===== config.mk =====
export PLATFORM = sky130hd
export DESIGN_NAME = lane_cond_top
export DESIGN_NICKNAME = d
export VERILOG_FILES = /design/src/rtl/lane_cond_pkg.sv /design/src/rtl/lane_cond_sync.sv /design/src/rtl/lane_cond_tx.sv /design/src/rtl/lane_cond_rx.sv /design/src/rtl/lane_cond_top.sv
export SDC_FILE = /design/constraint.sdc
export NUM_CORES = 1
export LEC_CHECK = 0
export ABC_AREA = 1
export ABC_CLOCK_PERIOD_IN_PS = 1300
export CORE_MARGIN = 3
export CORE_UTILIZATION = 40
export DETAILED_ROUTE_END_ITERATION = 12
export MAX_ROUTING_LAYER = met4
export PLACE_DENSITY = 0.83
export SLEW_MARGIN = 5
export SYNTH_ARGS = -nofsm -noshare
export SYNTH_HDL_FRONTEND = slang
export SYNTH_HIERARCHICAL = 1
export SYNTH_SLANG_ARGS = --single-unit

===== constraint.sdc =====
create_clock -name clk -period 1.3 [get_ports clk]
set_input_delay 0.325 -clock clk [delete_from_list [all_inputs] [get_ports clk]]
set_output_delay 0.325 -clock clk [all_outputs]
set_load 0.01 [all_outputs]

===== src/rtl/lane_cond_pkg.sv =====
package lane_cond_pkg;
  localparam int LC_SYM_W     = 10;
  localparam int LC_NARROW_W  = 8;
  localparam int LC_NSYM      = 2;
  localparam int LC_DATA_W    = LC_SYM_W * LC_NSYM;
  localparam int LC_NCTL      = 3;
  localparam int LC_CTL_POL   = 0;
  localparam int LC_CTL_REV   = 1;
  localparam int LC_CTL_SWAP  = 2;
  localparam int LC_SYNC_STG  = 2;

  typedef logic [LC_DATA_W-1:0] lc_word_t;

  function automatic int lc_sym_w(input logic sym10);
    return sym10 ? LC_SYM_W : LC_NARROW_W;
  endfunction

  function automatic int lc_width(input logic sym10);
    return lc_sym_w(sym10) * LC_NSYM;
  endfunction

  // clear bits above the active width
  function automatic lc_word_t lc_keep(input lc_word_t w, input logic sym10);
    lc_word_t r;
    int n;
    n = lc_width(sym10);
    r = '0;
    for (int i = 0; i < LC_DATA_W; i++)
      if (i < n) r[i] = w[i];
    return r;
  endfunction

  function automatic lc_word_t lc_bitrev(input lc_word_t w, input logic sym10);
    lc_word_t r;
    int n;
    n = lc_width(sym10);
    r = '0;
    for (int i = 0; i < LC_DATA_W; i++)
      if (i < n) r[i] = w[n-1-i];
    return r;
  endfunction

  function automatic lc_word_t lc_polinv(input lc_word_t w, input logic sym10);
    return lc_keep(~w, sym10);
  endfunction

  function automatic lc_word_t lc_symswap(input lc_word_t w, input logic sym10);
    lc_word_t r;
    int sw;
    sw = lc_sym_w(sym10);
    r = '0;
    for (int k = 0; k < LC_NSYM; k++)
      for (int b = 0; b < LC_SYM_W; b++)
        if (b < sw) r[k*sw + b] = w[(LC_NSYM-1-k)*sw + b];
    return r;
  endfunction
endpackage


===== src/rtl/lane_cond_sync.sv =====
module lane_cond_sync #(
  parameter int W      = 3,
  parameter int STAGES = 2
) (
  input  logic         clk,
  input  logic         rst_n,
  input  logic [W-1:0] async_in,
  output logic [W-1:0] sync_out
);
  logic [W-1:0] stg [STAGES];

  genvar s;
  generate
    for (s = 0; s < STAGES; s++) begin : g_stg
      always_ff @(posedge clk or negedge rst_n) begin
        if (!rst_n) stg[s] <= '0;
        else if (s == 0) stg[s] <= async_in;
        else stg[s] <= stg[(s == 0) ? 0 : s-1];
      end
    end
  endgenerate

  assign sync_out = stg[STAGES-1];
endmodule


===== src/rtl/lane_cond_tx.sv =====
module lane_cond_tx
  import lane_cond_pkg::*;
(
  input  logic     clk,
  input  logic     rst_n,
  input  logic     sym10,
  input  logic     bitrev_en,
  input  logic     polinv_en,
  input  logic     polinv_ctl,
  input  lc_word_t din,
  output lc_word_t dout,
  output logic     pol_act
);
  lc_word_t w_keep, w_rev, w_pol;

  assign pol_act = polinv_en & polinv_ctl;

  always_comb begin
    w_keep = lc_keep(din, sym10);
    w_rev  = bitrev_en ? lc_bitrev(w_keep, sym10) : w_keep;
    w_pol  = pol_act ? lc_polinv(w_rev, sym10) : w_rev;
  end

  always_ff @(posedge clk or negedge rst_n) begin
    if (!rst_n) dout <= '0;
    else dout <= w_pol;
  end
endmodule


===== src/rtl/lane_cond_rx.sv =====
module lane_cond_rx
  import lane_cond_pkg::*;
(
  input  logic               clk,
  input  logic               rst_n,
  input  logic               sym10,
  input  logic [LC_NCTL-1:0] en,
  input  logic [LC_NCTL-1:0] ctl_sync,
  input  lc_word_t           din,
  output lc_word_t           dout,
  output logic [LC_NCTL-1:0] act
);
  lc_word_t w_keep, w_pol, w_rev, w_swp;

  assign act = en & ctl_sync;

  always_comb begin
    w_keep = lc_keep(din, sym10);
    w_pol  = act[LC_CTL_POL]  ? lc_polinv(w_keep, sym10) : w_keep;
    w_rev  = act[LC_CTL_REV]  ? lc_bitrev(w_pol, sym10)  : w_pol;
    w_swp  = act[LC_CTL_SWAP] ? lc_symswap(w_rev, sym10) : w_rev;
  end

  always_ff @(posedge clk or negedge rst_n) begin
    if (!rst_n) dout <= '0;
    else dout <= w_swp;
  end
endmodule


===== src/rtl/lane_cond_top.sv =====
module lane_cond_top
  import lane_cond_pkg::*;
(
  input  logic                 clk,
  input  logic                 rst_n,
  input  logic                 cfg_sym10,
  input  logic                 cfg_tx_bitrev_en,
  input  logic                 cfg_tx_polinv_en,
  input  logic                 cfg_rx_polinv_en,
  input  logic                 cfg_rx_bitrev_en,
  input  logic                 cfg_rx_symswap_en,
  input  logic                 tx_polinv_ctl,
  input  logic [LC_DATA_W-1:0] tx_din,
  output logic [LC_DATA_W-1:0] tx_dout,
  input  logic                 rx_polinv_ctl,
  input  logic                 rx_bitrev_ctl,
  input  logic                 rx_symswap_ctl,
  input  logic [LC_DATA_W-1:0] rx_din,
  output logic [LC_DATA_W-1:0] rx_dout
);
  logic [LC_NCTL-1:0] rx_ctl_raw;
  logic [LC_NCTL-1:0] rx_ctl_sync;
  logic [LC_NCTL-1:0] rx_en;
  logic [LC_NCTL-1:0] rx_act;
  logic               tx_pol_act;

  assign rx_ctl_raw = {rx_symswap_ctl, rx_bitrev_ctl, rx_polinv_ctl};
  assign rx_en      = {cfg_rx_symswap_en, cfg_rx_bitrev_en, cfg_rx_polinv_en};

  lane_cond_sync #(.W(LC_NCTL), .STAGES(LC_SYNC_STG)) u_sync (
    .clk      (clk),
    .rst_n    (rst_n),
    .async_in (rx_ctl_raw),
    .sync_out (rx_ctl_sync)
  );

  lane_cond_tx u_tx (
    .clk        (clk),
    .rst_n      (rst_n),
    .sym10      (cfg_sym10),
    .bitrev_en  (cfg_tx_bitrev_en),
    .polinv_en  (cfg_tx_polinv_en),
    .polinv_ctl (tx_polinv_ctl),
    .din        (tx_din),
    .dout       (tx_dout),
    .pol_act    (tx_pol_act)
  );

  lane_cond_rx u_rx (
    .clk      (clk),
    .rst_n    (rst_n),
    .sym10    (cfg_sym10),
    .en       (rx_en),
    .ctl_sync (rx_ctl_sync),
    .din      (rx_din),
    .dout     (rx_dout),
    .act      (rx_act)
  );
endmodule


Word level (Yosys, flattened, before mapping)
Cells that the tools add are included. W data, S select, Z words.

Add/subtract/negate cells: 29. Magnitude comparators: 70. Multiplexer cells: 326. Bitwise operators: 4. Reduce and logical (&&, ||, !) cells: 10.

Operator list (number): $lt A32 B7 Y1 const B (29); $ge A32 B1 Y1 const B (10); $mux W20 (15); $bmux W1 S5 (50); $mux W1 (231); $bwmux W20 (10); $add A32 B4 Y32 const B (4); $lt A4 B32 Y1 const A (4); $add A32 B3 Y32 const B (2); $add A32 B5 Y32 const B (2); $lt A3 B32 Y1 const A (2); $lt A5 B32 Y1 const A (2); $sub A6 B5 Y7 const B (8); $demux W1 S5 (10); $lt A4 B5 Y1 const A (8); $not A20 Y20 (2); $add A32 B2 Y32 const B (1); $lt A1 B32 Y1 const A (1); $lt A2 B32 Y1 const A (1); $sub A6 B4 Y7 const B (4); $sub A6 B6 Y7 const B (4); $lt A3 B5 Y1 const A (4); $lt A5 B5 Y1 const A (4); $sub A6 B3 Y7 const B (2); other kinds (17) (29).

Flip-flop bits (word level): 46. Input port bits: 52. Output and inout bits: 40. Logic and storage cells: 443.

Depth between registers and ports, before layout
Gate-level depths: netlist (run 1).

Word-level depth: 45. Gate-level depth with buffers: 9. Mapped depth without buffers: 7.

Hierarchy
The synthesis (run 1) kept the hierarchy.

Modules (own cells, without submodules): lane_cond_rx (instances 1, cells an instance 272, area an instance 1810.5 um^2, seq. area each 500.5 um^2); lane_cond_tx (instances 1, cells an instance 188, area an instance 1272.5 um^2, seq. area each 500.5 um^2); lane_cond_sync (instances 1, cells an instance 9, area an instance 172.7 um^2, seq. area each 150.1 um^2).

Worst setup path before layout (run 1)
Ideal clock, no wire load.

Path type: reg-to-reg. Start point: reg u_sync.stg (netlist bit u_sync/sync_out[0]). End point: reg u_rx.dout[7]. Library setup time: 0.125 ns. Arrival: 1.195 ns. Data required time: 1.175 ns. Setup slack: -0.020 ns. Stages on the path, launching flop included: 10. Buffers on the path: 3. Period minus slack after synthesis: 1.320 ns. Cells stage by stage: dfrtp_1 -> buf_4 -> buf_4 -> nand2_4 -> buf_8 -> nand2_1 -> nand3_1 -> nand3_2 -> nand2_1 -> nand3_1.

Word-level cells in the longest chain between the ends: 34. Elaborated cells on any way between the ends: 110. Classes of those cells: mux (109); bitwise (1).

Ends and longest elaborated chain: from (decl) (RTL line lane_cond_sync.sv:10) `logic [W-1:0] stg [STAGES];`; from (signal, indexed assignment) (RTL line lane_cond_sync.sv:17) `else if (s == 0) stg[s] <= async_in;`; from (signal, indexed assignment) (RTL line lane_cond_sync.sv:18) `else stg[s] <= stg[(s == 0) ? 0 : s-1];`; $and A3 B3 Y3 * (RTL line lane_cond_rx.sv:15) `assign act = en & ctl_sync;`; $mux W20 * (RTL line lane_cond_rx.sv:19) `w_pol = act[LC_CTL_POL] ? lc_polinv(w_keep, sym10) : w_keep;`; $bmux W1 S5 (RTL line lane_cond_pkg.sv:39) `if (i < n) r[i] = w[n-1-i];`; $mux W1 (not written as such) (2 in series) (RTL line lane_cond_pkg.sv:39); $mux W1 (RTL line lane_cond_pkg.sv:39); $mux W20 * (RTL line lane_cond_rx.sv:20) `w_rev = act[LC_CTL_REV] ? lc_bitrev(w_pol, sym10) : w_pol;`; $bmux W1 S5 (RTL line lane_cond_pkg.sv:54) `if (b < sw) r[k*sw + b] = w[(LC_NSYM-1-k)*sw + b];`; $mux W1 (not written as such) (2 in series) (RTL line lane_cond_pkg.sv:54); [... 17 more ...]; $bwmux W20 (RTL line lane_cond_pkg.sv:54); $mux W20 (RTL line lane_cond_pkg.sv:54); $bwmux W20 (RTL line lane_cond_pkg.sv:54); $mux W20 (RTL line lane_cond_pkg.sv:54); $bwmux W20 (RTL line lane_cond_pkg.sv:54); $mux W20 (RTL line lane_cond_pkg.sv:54); $mux W20 * (RTL line lane_cond_rx.sv:21) `w_swp = act[LC_CTL_SWAP] ? lc_symswap(w_rev, sym10) : w_rev;`; via u_rx.w_swp[7] (RTL line lane_cond_rx.sv:13) `lc_word_t w_keep, w_pol, w_rev, w_swp;`; to (signal assigned) (RTL line lane_cond_rx.sv:26) `else dout <= w_swp;`; to (decl) (RTL line lane_cond_rx.sv:10) `output lc_word_t dout,`.

Mark *: on every way through the listed nets, which the timed path passes. The rest lies on a longest branch. The select of a mux whose other input is x is not followed.

Worst setup path in the final report (run 1)
Start point: reg u_sync.stg (netlist bit u_sync/sync_out[0]). End point: reg u_rx.dout[9].

Word-level cells in the longest chain between the ends: 32. Elaborated cells on any way between the ends: 108. Classes of those cells: mux (107); bitwise (1).

Ends and longest elaborated chain (RTL line): $and A3 B3 Y3 * (lane_cond_rx.sv:15); $mux W20 * (lane_cond_rx.sv:19); $bmux W1 S5 (lane_cond_pkg.sv:39); $mux W1 (not written as such) (2 in series) (lane_cond_pkg.sv:39); $mux W1 (lane_cond_pkg.sv:39); $mux W20 * (lane_cond_rx.sv:20); $bmux W1 S5 (lane_cond_pkg.sv:54); $mux W1 (not written as such) (2 in series) (lane_cond_pkg.sv:54); [... 15 more ...]; $bwmux W20 (lane_cond_pkg.sv:54); $mux W20 (lane_cond_pkg.sv:54); $bwmux W20 (lane_cond_pkg.sv:54); $mux W20 (lane_cond_pkg.sv:54); $bwmux W20 (lane_cond_pkg.sv:54); $mux W20 (lane_cond_pkg.sv:54); $mux W20 * (lane_cond_rx.sv:21); via u_rx.w_swp[9] (lane_cond_rx.sv:13).

Marked as above.

==> flow_metrics.env, run 1 <==
export IMPL_cts_sinks=46
export IMPL_first_pass_iters=5
export IMPL_cellLeakagePower_nw=2.57
export IMPL_slew_headroom_pct=79.5
export IMPL_grt_max_degree=47
export IMPL_critPathMaxFanout=8
export IMPL_gp_congestion=0.945
export IMPL_violations="negative hold slack, negative setup slack"
export IMPL_syn_area_um2=3250
export IMPL_clkLatencyLatePin_ps=310
export IMPL_max_freq_ghz=0.729
export IMPL_core_rowCount=32
export IMPL_drive_gt1_share_pct=35.9
export IMPL_power_mw=4.28
export IMPL_timing_rr_end="u_rx/dout[9]$_DFF_PN0_"
export IMPL_startpoint_type="flip-flop"
export IMPL_die_w_um=96.2
export IMPL_arrival_ps=1560
export IMPL_fin_skew_ps=12.6
export IMPL_port_buffers=91
export IMPL_finalSetupTns_ps=-883
export IMPL_die_h_um=96.2
export IMPL_drv_cap=0
export IMPL_max_vdd_ir_drop_mv=0.442
export IMPL_end_kind="flip-flop"
export IMPL_wire_per_inst_um=18.0
export IMPL_status="finished with violations"
export IMPL_ff2ff_path_depth=8
export IMPL_route_vias_total=3830
export IMPL_track_usage_pct=24.0
export IMPL_multi_input_area_um2=2610
export IMPL_viasPerCell=5.60
export IMPL_num_nets_final=633
export IMPL_antennaDiodeCount=0
export IMPL_fin_cells=684
export IMPL_clk_pin_slew_ps=100
export IMPL_rsz0062_at_grt="true"
export IMPL_setup_ws_ps=-72.7
export IMPL_drt_iter0_markers=409
export IMPL_route_detailed_drc=0
export IMPL_cts_buffers=5
export IMPL_setup_viol=19
export IMPL_finalMaxSlewViolations=0
export IMPL_r2r_start="u_sync/sync_out[0]$_DFF_PN0_"
export IMPL_regArea_um2=1150
export IMPL_area_growth_pct=68.2
export IMPL_die_area_um2=9250
export IMPL_hpwl_um=7600
export IMPL_hp_class="input pin to asynchronous set/reset pin"
export IMPL_worstMarginPinSlew_ps=307
export IMPL_required_ps=1490
export IMPL_r2r_setup_slack_ps=-70
export IMPL_dpl_cell_count=665
export IMPL_fin_crit_ps=1370
export IMPL_wl_um=12300
export IMPL_grt_pass1_wl_um=16600
export IMPL_cts_root_buffer_cell="clkbuf_8"
export IMPL_antenna_found_initial=0
export IMPL_fin_crit_sh_pct=106
export IMPL_grt_pass1_vias=3498
export IMPL_yosys_warnings=6
export IMPL_crit_type="flip-flop to flip-flop"
export IMPL_grt_overflow=0
export IMPL_whs_ps=-27.6
export IMPL_cts_tree="built"
export IMPL_power_density_nw_per_um2=783
export IMPL_synth_nets=520
export IMPL_initial_core_util_pct=41.7
export IMPL_syn_instance_count=468
export IMPL_avgSynthCellArea_um2=6.95
export IMPL_clockBufferDepth=2
export IMPL_core_area_um2=7810
export IMPL_hold_viol=10
export IMPL_cts_max_level=2
export IMPL_postRouteAntennaNets=0
export IMPL_top_level_ports=92
export IMPL_nFillCells=567
[worst max-delay path: stages, from the launching register on]
cell	delay (ps)
dfrtp_2	420
buf_12	150
nand2_8	110
buf_12	160
nand2_8	70
nand2_2	100
nand2_4	90
nand3_2	90
nand3_2	60
[per-layer routing]
layer  global-route usage (%)  wire length (um)  vias to the layer above
met5                        -                 0                        -
met4                     8.77               569                        0
met3                     5.00              1050                       63
met2                     41.5              6280                      210
met1                     27.2              4440                     1802
li1                         -                 -                     1755
[layout by cell type, fill, tap and decap left out, drive strengths merged]
master	instances
or2	16
o21ai	7
clkdlybuf4s50	47
nand3	138
inv	27
nand4	8
clkbuf	11
dlygate4sd2	14
dfrtp	46
buf	44
nand2	194
clkdlybuf4s15	25
nor2	4
clkinvlp	1
[area by class of cell]
cell class	count	share of cell area, %
Multi-Input combinational cell	367	47.8
Timing Repair Buffer	134	25.1
Sequential cell	46	21.1
Tap cell	102	2.33
Inverter	27	2.01
Clock buffer	7	1.58
Clock inverter	1	0.160
[how the worst max path moves through the flow]
stage                                             from                 endpoint  slack [ps]  depth (start not counted)
after floorplan           u_sync/sync_out[0]$_DFF_PN0_   u_rx/dout[7]$_DFF_PN0_           9                          9
after global placement                       cfg_sym10  u_rx/dout[13]$_DFF_PN0_        -570                          8
after detailed placement              cfg_rx_polinv_en  u_rx/dout[11]$_DFF_PN0_        -580                          8
after CTS                 u_sync/sync_out[0]$_DFF_PN0_  u_rx/dout[11]$_DFF_PN0_         -50                          7
after global routing      u_sync/sync_out[0]$_DFF_PN0_   u_rx/dout[9]$_DFF_PN0_        -130                          8
final                     u_sync/sync_out[0]$_DFF_PN0_   u_rx/dout[9]$_DFF_PN0_         -70                          8
[report_power, final]
group	internal, mW	switching [mW]	total (mW)
clock	0.441	0.519	0.960
sequential	1.58	0.0514	1.63
combinational	0.736	0.954	1.69
total	2.76	1.52	4.28
[state kept, by name, summed over array words and instances (netlist names)]
name,flops
u_sync/sync_out,3
u_tx/dout,20
u_sync/stg,3
u_rx/dout,20
[through the flow]
step / instance area [um2] / setup slack (ps) / util (%)
2_1_floorplan: 3290 / 9.41 / -
3_3_place_gp: 4390 / -571 / 56.2
3_5_place_dp: 4390 / -584 / 56.2
4_1_cts: 4900 / -51.9 / 62.8
5_1_grt: 5470 / -134 / 70.1
6_report: 5470 / -72.7 / 70.1
[repair_timing]
| item | in CTS | in global routing |
|---|---|---|
| cloned | 3 | 0 |
| setup buffers | 4 | 4 |
| pin swaps | 35 | 40 |
| endpoints found under the setup margin | 79 | 58 |
| gates resized for setup | 129 | 130 |
| hold buffers | 0 | 0 |
(Power assumes the default switching activity.)
==> run 2: changes to the inputs <==
- REMOVE_ABC_BUFFERS: not set -> 1
- SLEW_MARGIN: 5 -> not set
==> run 2 against run 1 <==
The run still ends with negative hold slack, negative setup slack left. Global-route usage shrank 0.88 points. Hold slack gained 23 ps. Count of clock-buffer cells in the layout shrank 1. Largest power group is now sequential cells. Cell area shrank 7.4%. Core utilization shrank 5.2 points. Non-clock buffer count shrank 5. Sequential share of layout area grew 1.7 points. Fmax grew 1.7%. Via count shrank 5.2%. Largest cell class unchanged.
==> flow_metrics.env, run 2 (synthesized netlist as in run 1, its figures left out) <==
export IMPL_cts_tree="built"
export IMPL_most_common_layout_cells="152 x nand2_1, 82 x nand3_1, 46 x clkdlybuf4s50_1, 46 x nand3_2, 45 x dfrtp_1"
export IMPL_fin_skew_ps=12.3
export IMPL_die_area_um2=9250
export IMPL_drive_gt1_share_pct=28.9
export IMPL_critPathMaxFanout=7
export IMPL_rsz0062_at_grt="true"
export IMPL_grt_max_degree=47
export IMPL_slew_headroom_pct=82.5
export IMPL_whs_ps=-4.82
export IMPL_viasPerCell=5.35
export IMPL_core_rowCount=32
export IMPL_drt_iter0_markers=300
export IMPL_status="finished with violations"
export IMPL_postRouteAntennaNets=0
export IMPL_worstMarginPinSlew_ps=262
export IMPL_hpwl_um=7520
export IMPL_hp_class="input pin to asynchronous set/reset pin"
export IMPL_internal_power_mw=2.65
export IMPL_wl_um=10600
export IMPL_ctsHoldBuffers=0
export IMPL_grt_pass1_vias=3340
export IMPL_clk_pin_slew_ps=100
export IMPL_p_sw_mw=1.38
export IMPL_drv_cap=0
export IMPL_route_vias_total=3630
export IMPL_pwr_share_seq_pct=40.5
export IMPL_antennaDiodeCount=0
export IMPL_cts_buffers=5
export IMPL_num_nets_final=628
export IMPL_gp_congestion=0.956
export IMPL_core_area_um2=7810
export IMPL_violations="negative hold slack, negative setup slack"
export IMPL_swShare_pct=34.2
export IMPL_finalMaxSlewViolations=0
export IMPL_startpoint_type="flip-flop"
export IMPL_power_mw=4.03
export IMPL_area_growth_pct=55.8
export IMPL_clockPowerShare_pct=22.0
export IMPL_max_freq_ghz=0.741
export IMPL_grt_pass1_wl_um=16100
export IMPL_first_pass_iters=6
export IMPL_die_h_um=96.2
export IMPL_top_level_ports=92
export IMPL_setup_viol=14
export IMPL_fin_crit_ps=1350
export IMPL_clockBufferDepth=2
export IMPL_pwr_share_comb_pct=37.5
export IMPL_port_buffers=91
export IMPL_arrival_ps=1520
export IMPL_antenna_found_initial=0
export IMPL_cellLeakagePower_nw=2.48
export IMPL_reg_top3="u_rx/dout x20, u_tx/dout x20"
export IMPL_cts_root_buffer_cell="clkbuf_8"
export IMPL_required_ps=1470
export IMPL_end_kind="flip-flop"
export IMPL_wire_per_inst_um=15.7
export IMPL_setup_ws_ps=-50.2
export IMPL_crit_type="flip-flop to flip-flop"
export IMPL_layout_commonest_cell="nand2_1"
export IMPL_fin_crit_sh_pct=104
export IMPL_power_density_nw_per_um2=795
export IMPL_max_vdd_ir_drop_mv=0.411
export IMPL_hold_viol=6
export IMPL_cts_max_level=2
export IMPL_grt_overflow=0
export IMPL_cts_sinks=46
export IMPL_nFillCells=643
export IMPL_die_w_um=96.2
export IMPL_route_detailed_drc=0
export IMPL_clkLatencyLatePin_ps=300
export IMPL_track_usage_pct=23.1
export IMPL_initial_core_util_pct=41.7
==> run 2: cell types whose count changed in the layout (fill, tap and decap cells not counted), sizes merged <==
cell,previous run,this run
inv,27,26
buf,44,37
clkinv,0,2
dlymetal6s2s,0,1
dlygate4sd2,14,23
clkdlybuf4s50,47,46
clkdlybuf4s15,25,17
==> run 2: final timing paths <==
kind	startpoint	end	slack, ps	cells after the start
min	rst_n	u_rx/dout[9]$_DFF_PN0_	-5	2
min reg2reg	u_sync/stg[5]$_DFF_PN0_	u_sync/sync_out[2]$_DFF_PN0_	360	0
min in group clk	u_sync/stg[5]$_DFF_PN0_	u_sync/sync_out[2]$_DFF_PN0_	360	0
max in group asynchronous	rst_n	u_sync/sync_out[0]$_DFF_PN0_	1080	2
max reg2reg	u_sync/sync_out[0]$_DFF_PN0_	u_rx/dout[15]$_DFF_PN0_	-50	7
max	u_sync/sync_out[0]$_DFF_PN0_	u_rx/dout[15]$_DFF_PN0_	-50	7
==> run 2: layout make-up <==
cell class	instances	area (um2)	area share (%)
clock buffer	6	72.6	1.43
timing repair buffer	129	1370	27.1
multi-input combinational	367	2220	43.8
sequential	46	1150	22.8
inverter	27	110	2.17
tap	102	128	2.52
clock inverter	2	13.8	0.272
==> run 2: metrics by stage <==
step | instances | setup slack, ps | util [%] | TNS (ps) | cell area (um2)
after floorplan | 439 | -192 | - | -2640 | 3010
after global placement | 662 | -522 | 56.6 | -17290 | 4420
after detailed placement | 662 | -521 | 56.6 | -17920 | 4420
after CTS | 677 | -36.8 | 62.2 | -177 | 4860
after global routing | 679 | -90.6 | 64.9 | -1260 | 5060
final | 679 | -50.2 | 64.9 | -290 | 5060
==> run 2: routing by layer <==
layer / share of wire [%] / GRT usage [%] / routed length, um / vias to the layer above
li1: - / - / - / 1739
met1: 40 / 30.9 / 4260 / 1701
met2: 51 / 37.4 / 5390 / 178
met3: 8.0 / 2.58 / 847 / 12
met4: 1.3 / 5.57 / 136 / 0
met5: 0 / - / 0 / -
==> run 2: power groups by stage <==
stage	clock, mW	combinational (mW)	sequential, mW
final	0.887	1.51	1.63
after global routing	0.977	1.64	1.65
after CTS	0.912	1.42	1.63
after detailed placement	0	1.39	1.66
after global placement	0	1.37	1.66
after floorplan	0	0.502	1.74
==> run 2: critical path: stages, from the launching register on <==
cell and delay (ps):
dfrtp_2 470, nand2_4 150, buf_12 170, nand2_4 70
nand3_2 90, nand3_4 110, nand2_1 90, nand3_1 80
==> run 2: repair_timing <==
| action | CTS | global route |
|---|---|---|
| buffers inserted | 5 | 0 |
| cloned | 2 | 2 |
| pin swaps | 34 | 12 |
| setup endpoints to repair | 80 | 46 |
| gates resized for setup | 126 | 54 |
| endpoints found under the hold margin | 0 | 0 |
